--- config.mk ---
export PLATFORM = sky130hd
export DESIGN_NAME = fracdiv_strobe
export DESIGN_NICKNAME = d
export VERILOG_FILES = /design/src/rtl/fracdiv_strobe.sv
export SDC_FILE = /design/constraint.sdc
export NUM_CORES = 1
export LEC_CHECK = 0
export BUFFER_PORTS_ARGS = -buffer_cell sky130_fd_sc_hd__buf_2
export CORE_UTILIZATION = 45
export CTS_CLUSTER_DIAMETER = 150
export DETAILED_ROUTE_END_ITERATION = 10
export GPL_ROUTABILITY_DRIVEN = 0
export PLACE_DENSITY = 0.71
export SLEW_MARGIN = 20
export SYNTH_ARGS = -nofsm -noshare
export SYNTH_HDL_FRONTEND = slang
export SYNTH_SLANG_ARGS = --single-unit
--- constraint.sdc ---
create_clock -name clk -period 3.8 [get_ports clk]
set_clock_uncertainty 0.2 [all_clocks]
set_input_delay 0.76 -clock clk [delete_from_list [all_inputs] [get_ports clk]]
set_output_delay 0.76 -clock clk [all_outputs]
set_load 0.01 [all_outputs]
--- src/rtl/fracdiv_strobe.sv ---
module fracdiv_strobe #(
  parameter int FW = 14
) (
  input  logic          clk,
  input  logic          rst,
  input  logic [2:0]    code,
  input  logic [FW-1:0] freq_in,
  output logic          tick,
  output logic          bad_code,
  output logic          freq_ok
);

  logic [1:0]  ph;
  logic [2:0]  held;
  logic [2:0]  eff;
  logic [1:0]  last;
  logic [31:0] lo;
  logic [31:0] hi;
  logic [31:0] fval;

  assign eff      = (ph == 2'd0) ? code : held;
  assign bad_code = eff[2] & eff[1];
  assign fval     = 32'(freq_in);

  always_comb begin
    case (eff)
      3'b001:                 last = 2'd0;
      3'b011:                 last = 2'd1;
      3'b000, 3'b100, 3'b010: last = 2'd2;
      3'b101:                 last = 2'd3;
      default:                last = 2'd0;
    endcase
  end

  always_comb begin
    case (eff)
      3'b010:  tick = (ph != 2'd1);
      default: tick = !bad_code && (ph == 2'd0);
    endcase
  end

  always_comb begin
    case (eff)
      3'b001:         begin lo = 32'd1667; hi = 32'd2500; end
      3'b010:         begin lo = 32'd2501; hi = 32'd3750; end
      3'b011:         begin lo = 32'd3751; hi = 32'd5000; end
      3'b000, 3'b100: begin lo = 32'd5001; hi = 32'd7500; end
      3'b101:         begin lo = 32'd7501; hi = 32'd8000; end
      default:        begin lo = 32'd1;    hi = 32'd0;    end
    endcase
  end

  assign freq_ok = !bad_code && (fval >= lo) && (fval <= hi);

  always_ff @(posedge clk) begin
    if (rst) begin
      ph   <= 2'd0;
      held <= 3'b000;
    end else begin
      held <= eff;
      ph   <= (ph == last) ? 2'd0 : ph + 2'd1;
    end
  end

endmodule


==> impl_metrics.tcl <==
set metrics [dict create \
    status "finished, violations left" \
    violations "setup timing" \
    rsz0062_at_grt "yes" \
    ys.warnings.count 0 \
    synth_seq_cells 5 \
    ys_types 39 \
    setup.worst_path.class "reg -> out" \
    cp-start-kind "register" \
    cts_tree "done" \
    cts.sinks 5 \
    critPathMaxFanout 6 \
    layout_commonest_cell "buf_4" \
    grt_pass1_vias 1076 \
    power_per_cell_area_nw_per_um2 811 \
    grt_pass1_wl_um 4330 \
    final_nets 219 \
    drive_gt1_share_pct 53.7 \
    row_count 16 \
    hold_class "reg -> reg" \
    setup_tns_ps -26.0 \
    die_y_um 48.1 \
    slew_headroom_pct 81.9 \
    via_per_inst 5.78 \
    drt-wirelength-per-cell_um 15.9 \
    peakVddDrop_v 0.000458 \
    cap_viol_max_count 0 \
    critPathRequiredTime_ps 2840 \
    io_buffers 21 \
    worstMarginPinSlew_ps 269 \
    setup_viol 1 \
    first_pass_iters 4 \
    synthCells 119 \
    p_int_mw 0.674 \
    avgSynthCellArea_um2 8.03 \
    die_area_um2 2310 \
    syn_area_um2 956 \
    comb_power_share_pct 88.1 \
    diodes 0 \
    ios 22 \
    cts.root.buffer_cell "clkbuf_4" \
    drv_slew 0 \
    track_usage_pct 27.1 \
    wl_um 3210 \
    place_ws_ps -218 \
    period_share_pct 101 \
    worstSkewPairLatency_ps 250 \
    ys_seq_area_share_pct 10.5 \
    numCtsBuffers 3 \
    chipWidth_um 48.1 \
    cts_hold_buf 0 \
    p_leak_nw 0.725 \
    path_clk_slew_ps 40 \
    arrival_ps 2870 \
    start_util_pct 48.2 \
    seqPwrFrac_pct 6.6 \
    final.min_clock_period_ps 3830 \
    via_count 1168 \
    netSwitchingFraction_pct 46.2 \
    layout_common_cells "27 x buf_4, 21 x buf_2, 19 x ha_1" \
    end_kind "output port" \
    grt_max_degree 8 \
    coreArea_um2 1980 \
    max_freq_ghz 0.261 \
    dp_hpwl_um 2210 \
    grt-ovfl-total 0 \
    syn2layout_area_growth_pct 61.6 \
    postRouteAntennaNets 0 \
    clock_path_buffers 2 \
    drc_errors 0 \
    antenna_found_initial 0 \
    p_switching_mw 0.579 \
    utilization_pct 78.0 \
    cts_max_level 1 \
    layout_setup_ws_ps -26.0 \
    clkPwrFrac_pct 5.2 \
    drtIter0Drc 42 \
    final_hold_viol_count 0 \
    synth_nets 162 \
]
[through the flow]
stage | hold slack, ps | instances | power (mW) | instance area [um2]
2_1_floorplan | 280 | 119 | 0.573 | 962
3_3_place_gp | 316 | 191 | 0.854 | 1280
3_5_place_dp | 346 | 191 | 0.885 | 1280
4_1_cts | 375 | 197 | 1.06 | 1390
5_1_grt | 368 | 202 | 1.35 | 1550
6_report | 348 | 202 | 1.25 | 1550
[worst paths after layout]
path | startpoint | end | slack (ps) | cells after the start
worst max-delay path | ph[0] | freq_ok | -30 | 12
worst min register to register | ph[0] | ph[0] | 350 | 2
worst max register to register | ph[0] | ph[1] | 1490 | 8
worst min-delay path | ph[0] | ph[0] | 350 | 2
[sequential cells by signal (all words and copies together) (netlist names)]
name  flops
held      3
ph        2
[routing by layer]
layer	track usage, %	vias to the layer above	wire, um
li1	-	562	-
met1	30.9	558	1320
met2	50.0	44	1700
met3	7.78	4	148
met4	5.56	0	40
met5	0	-	0
[synth_stat cells, drive strengths merged]
cell type / instances / area share [%]
o2111ai: 1 / 0.92
nor3: 3 / 1.6
mux2i: 3 / 4.5
a21oi: 12 / 6.7
xnor2: 1 / 0.92
or4: 1 / 1.2
inv: 9 / 3.5
a221oi: 1 / 0.92
o21ai: 7 / 3.7
nand2: 7 / 2.7
a21o: 3 / 2.5
nand2b: 1 / 0.65
nor4: 1 / 0.65
mux2: 2 / 2.7
o211ai: 1 / 0.79
nor2: 17 / 6.9
and3b: 2 / 2.0
a32o: 1 / 1.0
a21boi: 1 / 0.79
dfxtp: 5 / 10
a211oi: 1 / 0.79
ha: 24 / 31
and3: 1 / 0.79
nand4bb: 1 / 1.2
a2111oi: 3 / 4.1
nand3: 4 / 2.1
buf: 1 / 1.2
nand4: 2 / 1.3
nand3b: 1 / 0.79
a31oi: 1 / 0.65
and2: 1 / 0.65
[worst max-delay path, stage by stage, from the launching register on]
cell	delay (ps)
dfxtp_2	320
inv_2	70
ha_4	200
mux2_4	340
nor2_4	180
nand2_1	130
and2_4	170
ha_4	270
nand2b_1	90
nor4_2	310
nor3_1	100
a221oi_2	270
buf_2	160
[logic make-up after synthesis]
family | count (synthesis) | share of synthesized area, %
adder cells (fa/ha/maj) | 24 | 31.4
AO/OA/AOI/OAI | 32 | 22.8
XOR/XNOR | 1 | 0.916
AND/OR/NAND/NOR | 42 | 22.5
multiplexers | 5 | 7.20
buffers and inverters | 10 | 4.71
flip-flops | 5 | 10.5
[power groups by stage]
stage / logic, mW / clock network, mW / registers, mW
finish: 1.10 / 0.0657 / 0.0828
CTS: 0.912 / 0.0657 / 0.0804
detailed placement: 0.806 / 0 / 0.0790
global placement: 0.776 / 0 / 0.0778
global route: 1.19 / 0.0739 / 0.0850
floorplan: 0.491 / 0 / 0.0817
[what timing repair did]
item,CTS,global route
buffers inserted,2,5
gates resized for setup,21,24
pin swaps,6,17
setup endpoints to repair,1,1
[area by class of cell]
| class | count | area [um2] |
|---|---|---|
| Inverter | 9 | 33.8 |
| Multi-Input combinational cell | 104 | 985 |
| Clock buffer | 4 | 26.3 |
| Fill cell | 132 | 437 |
| Sequential cell | 5 | 103 |
| Tap cell | 27 | 33.8 |
| Timing Repair Buffer | 53 | 364 |
Note: power is estimated with default switching activity, not from simulation.
